==> config.mk <==
export PLATFORM = sky130hd
export DESIGN_NAME = aes_keystep_unit
export DESIGN_NICKNAME = d
export VERILOG_FILES = /design/src/rtl/aes_ks_pkg.sv /design/src/rtl/aes_ks_sbox.sv /design/src/rtl/aes_ks_legal.sv /design/src/rtl/aes_ks_round.sv /design/src/rtl/aes_keystep_unit.sv
export SDC_FILE = /design/constraint.sdc
export NUM_CORES = 2
export LEC_CHECK = 0
export BUFFER_PORTS_ARGS = -buffer_cell sky130_fd_sc_hd__buf_2
export CAP_MARGIN = 10
export CORE_UTILIZATION = 30
export DETAILED_ROUTE_END_ITERATION = 7
export SETUP_SLACK_MARGIN = 0.4
export SLEW_MARGIN = 20
export SYNTH_ARGS = -nofsm -noshare
export SYNTH_HDL_FRONTEND = slang
export SYNTH_SLANG_ARGS = --single-unit
==> constraint.sdc <==
create_clock -name clk -period 42.7 [get_ports clk]
set_input_delay 4.27 -clock clk [delete_from_list [all_inputs] [get_ports clk]]
set_output_delay 4.27 -clock clk [all_outputs]
set_load 0.1 [all_outputs]
==> src/rtl/aes_ks_pkg.sv <==
package aes_ks_pkg;
  localparam int EGS = 4;
  localparam int EEW = 32;
  localparam int EGW = EGS * EEW;
  localparam logic [2:0] SEW_CODE_32 = 3'b010;

  typedef enum logic {
    KS_STEP128 = 1'b0,
    KS_STEP256 = 1'b1
  } ks_op_e;

  function automatic logic [7:0] gf_dbl(input logic [7:0] a);
    return {a[6:0], 1'b0} ^ (a[7] ? 8'h1b : 8'h00);
  endfunction

  function automatic logic [7:0] gf_mul(input logic [7:0] a, input logic [7:0] b);
    logic [7:0] acc;
    logic [7:0] x;
    acc = 8'h00;
    x = a;
    for (int i = 0; i < 8; i++) begin
      if (b[i]) acc = acc ^ x;
      x = gf_dbl(x);
    end
    return acc;
  endfunction

  // round constant for index 1..10 (index 1 -> 0x01)
  function automatic logic [7:0] rcon_of(input logic [3:0] idx);
    logic [7:0] c;
    c = 8'h01;
    for (int k = 2; k <= 10; k++) begin
      if (k <= int'(idx)) c = gf_dbl(c);
    end
    return c;
  endfunction
endpackage

==> src/rtl/aes_ks_sbox.sv <==
module aes_ks_sbox
  import aes_ks_pkg::*;
(
  input  logic [7:0] a,
  output logic [7:0] s
);
  logic [7:0] pw;
  logic [7:0] inv;

  // inverse as a^254 = product of a^(2^i), i=1..7; fixed depth for every byte
  always_comb begin
    pw  = a;
    inv = 8'h01;
    for (int i = 1; i < 8; i++) begin
      pw  = gf_mul(pw, pw);
      inv = gf_mul(inv, pw);
    end
  end

  assign s = inv ^ {inv[6:0], inv[7]} ^ {inv[5:0], inv[7:6]}
           ^ {inv[4:0], inv[7:5]} ^ {inv[3:0], inv[7:4]} ^ 8'h63;
endmodule

==> src/rtl/aes_ks_legal.sv <==
module aes_ks_legal
  import aes_ks_pkg::*;
#(
  parameter int MAXG = 4,
  parameter int VLW  = 8
) (
  input  logic [2:0]     sew,
  input  logic [VLW-1:0] vl,
  input  logic [VLW-1:0] vlmax,
  output logic           illegal
);
  localparam logic [VLW-1:0] GRP_ELEMS = VLW'(EGS);
  localparam logic [VLW-1:0] CAP_ELEMS = VLW'(MAXG * EGS);

  logic bad_sew, bad_frac, bad_max, bad_over, bad_cap;

  always_comb begin
    bad_sew  = (sew != SEW_CODE_32);
    bad_frac = (vl[1:0] != 2'b00);
    bad_max  = (vlmax < GRP_ELEMS);
    bad_over = (vl > vlmax);
    bad_cap  = (vl > CAP_ELEMS);
    illegal  = bad_sew | bad_frac | bad_max | bad_over | bad_cap;
  end
endmodule

==> src/rtl/aes_ks_round.sv <==
module aes_ks_round
  import aes_ks_pkg::*;
(
  input  ks_op_e       op,
  input  logic [3:0]   imm,
  input  logic [EGW-1:0] grp_vd,
  input  logic [EGW-1:0] grp_vs2,
  output logic [EGW-1:0] nxt
);
  logic [3:0]     rnd;
  logic           do_rot;
  logic [7:0]     rc;
  logic [EEW-1:0] last_w;
  logic [EEW-1:0] pre_w;
  logic [EEW-1:0] sub_w;
  logic [EEW-1:0] tmp_w;
  logic [EGW-1:0] base;

  // fold out-of-range immediates by flipping bit 3
  always_comb begin
    if (op == KS_STEP128) begin
      rnd    = ((imm == 4'd0) || (imm > 4'd10)) ? (imm ^ 4'h8) : imm;
      do_rot = 1'b1;
      rc     = rcon_of(rnd);
    end else begin
      rnd    = ((imm < 4'd2) || (imm > 4'd14)) ? (imm ^ 4'h8) : imm;
      do_rot = ~rnd[0];
      rc     = do_rot ? rcon_of({1'b0, rnd[3:1]}) : 8'h00;
    end
  end

  assign last_w = grp_vs2[EGW-1 -: EEW];
  assign pre_w  = do_rot ? {last_w[7:0], last_w[31:8]} : last_w;

  for (genvar b = 0; b < 4; b++) begin : g_sub
    aes_ks_sbox u_sbox (
      .a (pre_w[8*b +: 8]),
      .s (sub_w[8*b +: 8])
    );
  end

  assign tmp_w = sub_w ^ {24'h0, rc};
  assign base  = (op == KS_STEP256) ? grp_vd : grp_vs2;

  logic [EEW-1:0] chain [EGS];
  for (genvar w = 0; w < EGS; w++) begin : g_chain
    if (w == 0) begin : g_first
      assign chain[w] = base[EEW*w +: EEW] ^ tmp_w;
    end else begin : g_next
      assign chain[w] = base[EEW*w +: EEW] ^ chain[w-1];
    end
    assign nxt[EEW*w +: EEW] = chain[w];
  end
endmodule

==> src/rtl/aes_keystep_unit.sv <==
module aes_keystep_unit
  import aes_ks_pkg::*;
#(
  parameter int MAXG = 4,
  parameter int VLW  = 8,
  localparam int VW  = MAXG * EGW,
  localparam int IW  = (MAXG > 1) ? $clog2(MAXG) : 1
) (
  input  logic           clk,
  input  logic           rst,
  input  logic           in_valid,
  output logic           in_ready,
  input  logic           in_op,
  input  logic [3:0]     in_rnd,
  input  logic [2:0]     in_sew,
  input  logic [VLW-1:0] in_vl,
  input  logic [VLW-1:0] in_vlmax,
  input  logic [VW-1:0]  in_vd,
  input  logic [VW-1:0]  in_vs2,
  output logic           res_valid,
  output logic           res_we,
  output logic           res_ill,
  output logic           res_last,
  output logic [IW-1:0]  res_idx,
  output logic [EGW-1:0] res_group
);
  logic           busy;
  logic           ill_w;
  logic           ill_q;
  logic           zero_q;
  ks_op_e         op_q;
  logic [3:0]     rnd_q;
  logic [VLW-1:0] ngrp_q;
  logic [VLW-1:0] cnt_q;
  logic [VW-1:0]  vd_q;
  logic [VW-1:0]  vs2_q;
  logic [EGW-1:0] vd_g  [MAXG];
  logic [EGW-1:0] vs2_g [MAXG];
  logic [EGW-1:0] step_w;
  logic           last_w;
  logic [IW-1:0]  sel;

  aes_ks_legal #(.MAXG(MAXG), .VLW(VLW)) u_legal (
    .sew     (in_sew),
    .vl      (in_vl),
    .vlmax   (in_vlmax),
    .illegal (ill_w)
  );

  for (genvar g = 0; g < MAXG; g++) begin : g_split
    assign vd_g[g]  = vd_q[g*EGW +: EGW];
    assign vs2_g[g] = vs2_q[g*EGW +: EGW];
  end

  assign sel = cnt_q[IW-1:0];

  aes_ks_round u_round (
    .op      (op_q),
    .imm     (rnd_q),
    .grp_vd  (vd_g[sel]),
    .grp_vs2 (vs2_g[sel]),
    .nxt     (step_w)
  );

  assign in_ready = ~busy;
  assign last_w   = ill_q | zero_q | (cnt_q == ngrp_q - 1'b1);

  // operand capture: data registers carry no reset
  always_ff @(posedge clk) begin
    if (in_valid && !busy) begin
      vd_q   <= in_vd;
      vs2_q  <= in_vs2;
      op_q   <= ks_op_e'(in_op);
      rnd_q  <= in_rnd;
      ngrp_q <= in_vl >> 2;
    end
  end

  // control and registered results
  always_ff @(posedge clk) begin
    if (rst) begin
      busy      <= 1'b0;
      ill_q     <= 1'b0;
      zero_q    <= 1'b0;
      cnt_q     <= '0;
      res_valid <= 1'b0;
      res_we    <= 1'b0;
      res_ill   <= 1'b0;
      res_last  <= 1'b0;
      res_idx   <= '0;
      res_group <= '0;
    end else begin
      if (busy) begin
        res_valid <= 1'b1;
        res_idx   <= sel;
        res_ill   <= ill_q;
        res_we    <= ~(ill_q | zero_q);
        res_group <= (ill_q | zero_q) ? '0 : step_w;
        res_last  <= last_w;
        if (last_w) busy <= 1'b0;
        else        cnt_q <= cnt_q + 1'b1;
      end else begin
        res_valid <= 1'b0;
        res_we    <= 1'b0;
        res_ill   <= 1'b0;
        res_last  <= 1'b0;
        if (in_valid) begin
          busy   <= 1'b1;
          cnt_q  <= '0;
          ill_q  <= ill_w;
          zero_q <= (in_vl == '0);
        end
      end
    end
  end
endmodule

==> qor_table.md <==
| Parameter | This run |
| --- | --- |
| Share of layout cells above drive strength 1 | 0.213 |
| Average instance area after synthesis | 10.3 um2 |
| Hold-fix buffers, CTS | 0 |
| Clock-pin slew of the registers on the worst-case setup and hold paths | 60 ps |
| Mapped Area | 99900 um2 |
| Post-synthesis register bit count | 1180 |
| Final antenna-violating net count | 0 |
| Total count of max-transition violations in the final report | 0 |
| Clock buffers created by TritonCTS | 144 |
| Iteration-0 DRC count of the detailed router | 7351 |
| Count of nets after finishing | 11.9k |
| Final setup violation count | 0 |
| Number of enable-type register cells in the synthesized netlist | 1035 |
| Run status | finished, final reports clean |
| Worst-Skew Late Latency | 870 ps |
| Overall die area | 335000 um2 |
| Total I/O pin count | 1186 |
| DR pass1 iterations | 7 |
| DRC | 0 |
| Crit-path max cell delay | 960 ps |
| Clock tree from TritonCTS | done |
| Capture endpoint of the worst hold path | res_group[109]$_SDFFE_PP0P_ |
| Final critical path time including I/O delays and setup | 21520 ps |
| Sequential fraction of the synthesis area | 0.340 |
| Synth Net Count | 10.8k |
| Met3 global-route usage | 0.0452 |
| HP Start | res_group[109]$_SDFFE_PP0P_ |
| Final Hold Violating Endpoints | 0 |
| Startpoint Class | flop |
| Main area contributors after synthesis | edfxtp_1 31%, xnor2_1 16%, mux4_2 6.3% |
| Met2 Use GR | 0.370 |
| RSZ-0062 raised after global routing | false |
| Routed wire length per instance | 25.7 um |
| Final HPWL from detailed placement | 310 mm |
| Number of antenna violations at the first check in global routing | 111 |
| Crit Path Max Fanout | 42 |
| Global router's overall resource usage | 0.228 |
| Final WL | 395 mm |
| Initial core utilization | 0.302 |
| Number of vias per cell | 5.11 |
| Startpoint of the worst register-to-register path | cnt_q[1]$_SDFFE_PP0P_ |
| Number of warnings printed during yosys synthesis | 0 |
| Clock sink count | 1180 |
| Count of maximum capacitance violations | 0 |
| Transition time of the tightest slew-check pin | 1200 ps |
| Fraction of registers with async set or reset after synthesis | 0 |
| Routability congestion estimate from global placement | 0.947 |
| Buffers inserted by post-CTS timing repair | 0 |
| Class of the most critical setup path | flop to flop |
| GR peak layer | met2 |
| Count of vias placed by the detailed router | 78.6k |
| Required time at the worst-slack endpoint | 43520 ps |
| TNS Setup | 0 ps |
| Slew HR | 0.187 |
| Fin crit share | 0.504 |
| Total gr overflow | 0 |
| Layout overhead on the synthesized area | 16.7% |
| Wire length of the first global-routing pass | 553 mm |
| Chip Height | 579 um |
| Post-placement cell count | 15.0k |
| Via count of the first global-routing pass | 74.9k |
| Top cell type by total area after synthesis | edfxtp_1 |
| Achievable frequency | 0.0465 GHz |
| Number of instances in the synthesized netlist | 9727 |
| R2r worst-path depth | 57 |
| Leading cell types in the layout, fill and taps excluded | 1736 x xnor2_1, 1200 x nor2_1, 1185 x buf_2 |
| Row count | 211 |
| Worst hold path cell count | 2 |
| Die extent in x | 579 um |
| Worst reg2reg path endpoint | res_group[85]$_SDFFE_PP0P_ |
| Area fraction of the dominant cell type after synthesis | 0.311 |
| Standard cell with the maximum stage delay on the critical path | xnor2_1 |
| Leading register cell type out of synthesis | edfxtp_1 |
| Endpoint kind of the worst setup timing path | flop |
| Area of the core | 331000 um2 |
| Clock tree root buffer cell | clkbuf_16 |
| CP dominant cell by count | xnor2_1 |
| Buffer depth of the longest clock path | 4 |
| Largest net degree at the start of global routing | 171 |
| PortBufs | 1185 |
| Area of combinational cells with multiple inputs | 63400 um2 |
| Level count of the clock H-tree | 4 |
| Layout Cells excl Fill | 15.4k |
| Post-cts repair resize count | 0 |
| Reg2Reg Setup Slack | 21180 ps |
| Leading cell type in the layout, fill and taps excluded | xnor2_1 |
| Number of filler cells placed in the layout | 33.2k |
| Type of the worst min-delay path | flop to flop |
| CP Data Arrival Time | 22330 ps |
| Number of distinct library cells after synthesis | 110 |
| Footprint of the flip-flops and latches | 34000 um2 |
| Global Route met1 Usage | 0.284 |
| Layout Skew | 106 ps |
==> logic make-up after synthesis <==
| logic type | count (synthesis) | share of synthesized area |
|---|---|---|
| simple gates | 2826 | 0.124 |
| xor+xnor | 2791 | 0.300 |
| fa+ha+maj | 37 | 0.00454 |
| buf+inv | 692 | 0.0295 |
| compound gates | 1492 | 0.0947 |
| mux | 709 | 0.107 |
| flops | 1180 | 0.340 |
==> per-stage QoR <==
| stage | hold slack [ps] | utilization | setup WS (ps) | cell area, um2 |
|---|---|---|---|---|
| after floorplan | 471 | - | 16990 | 99900 |
| after global placement | 433 | 0.337 | 21020 | 112000 |
| after detailed placement | 436 | 0.337 | 21160 | 112000 |
| after CTS | 444 | 0.351 | 21060 | 116000 |
| after global routing | 462 | 0.352 | 19830 | 117000 |
| final | 439 | 0.352 | 21180 | 117000 |
==> cells in the mapped netlist (62+ instances only) <==
cell type,count
o21ai_0,369
a21oi_1,376
xor2_1,577
xnor2_2,86
nor2_1,1201
xnor3_1,274
inv_1,96
o22ai_1,102
nand2_1,812
o211ai_1,75
clkbuf_1,340
buf_2,127
dfxtp_1,145
nand2b_1,78
edfxtp_1,1035
mux2_2,66
buf_1,70
xnor2_1,1775
nor2b_1,71
mux2i_1,351
a22o_1,62
a31oi_1,69
nor3_1,194
mux4_2,280
nand3_1,162
==> flip-flops by register name, indices dropped and copies added (netlist names) <==
name,flops
vs2_q,512
res_group,128
res_ill,1
ngrp_q,6
rnd_q,4
cnt_q,8
zero_q,1
op_q,1
res_last,1
ill_q,1
res_valid,1
res_idx,2
vd_q,512
busy,1
res_we,1
==> worst max-delay path by stage <==
| stage | start | end | slack, ps | depth (start not counted) |
|---|---|---|---|---|
| floorplan | in_valid | ngrp_q[0]$_DFFE_PP_ | 16990 | 2 |
| global placement | cnt_q[1]$_SDFFE_PP0P_ | res_group[53]$_SDFFE_PP0P_ | 21020 | 56 |
| detailed placement | cnt_q[1]$_SDFFE_PP0P_ | res_group[113]$_SDFFE_PP0P_ | 21160 | 60 |
| CTS | cnt_q[1]$_SDFFE_PP0P_ | res_group[113]$_SDFFE_PP0P_ | 21060 | 60 |
| finish | cnt_q[1]$_SDFFE_PP0P_ | res_group[85]$_SDFFE_PP0P_ | 21180 | 57 |
| global route | op_q$_DFFE_PP_ | res_group[113]$_SDFFE_PP0P_ | 19830 | 61 |
==> critical path: cells and delay by family (launching register included) <==
family,cells,cell delay [ps]
adders and majority gates,2,1170
and+or+nand+nor,9,1930
xor gates and xnor gates,32,13070
DFF,1,540
AOI/OAI and AO/OA,5,940
muxes,2,1180
buffers and inverters,7,2480
==> per-layer routing <==
| metal | share of wire | wire (um) |
|---|---|---|
| met5 | 0.00050 | 199 |
| met1 | 0.40 | 159000 |
| met4 | 0.061 | 24100 |
| met2 | 0.46 | 184000 |
| met3 | 0.070 | 27800 |
==> final cells by class <==
type	count	share of cell area
repair buffers	1493	0.0710
flip-flops and latches	1180	0.292
well taps	4366	0.0469
clock inverters	79	0.00740
diodes	136	0.00292
clock buffers	179	0.0323
multi-input cells	7855	0.544
inverters	116	0.00382
Power is not shown: default switching activity piles up to over one toggle a cycle in this logic, so the estimate is an artifact.
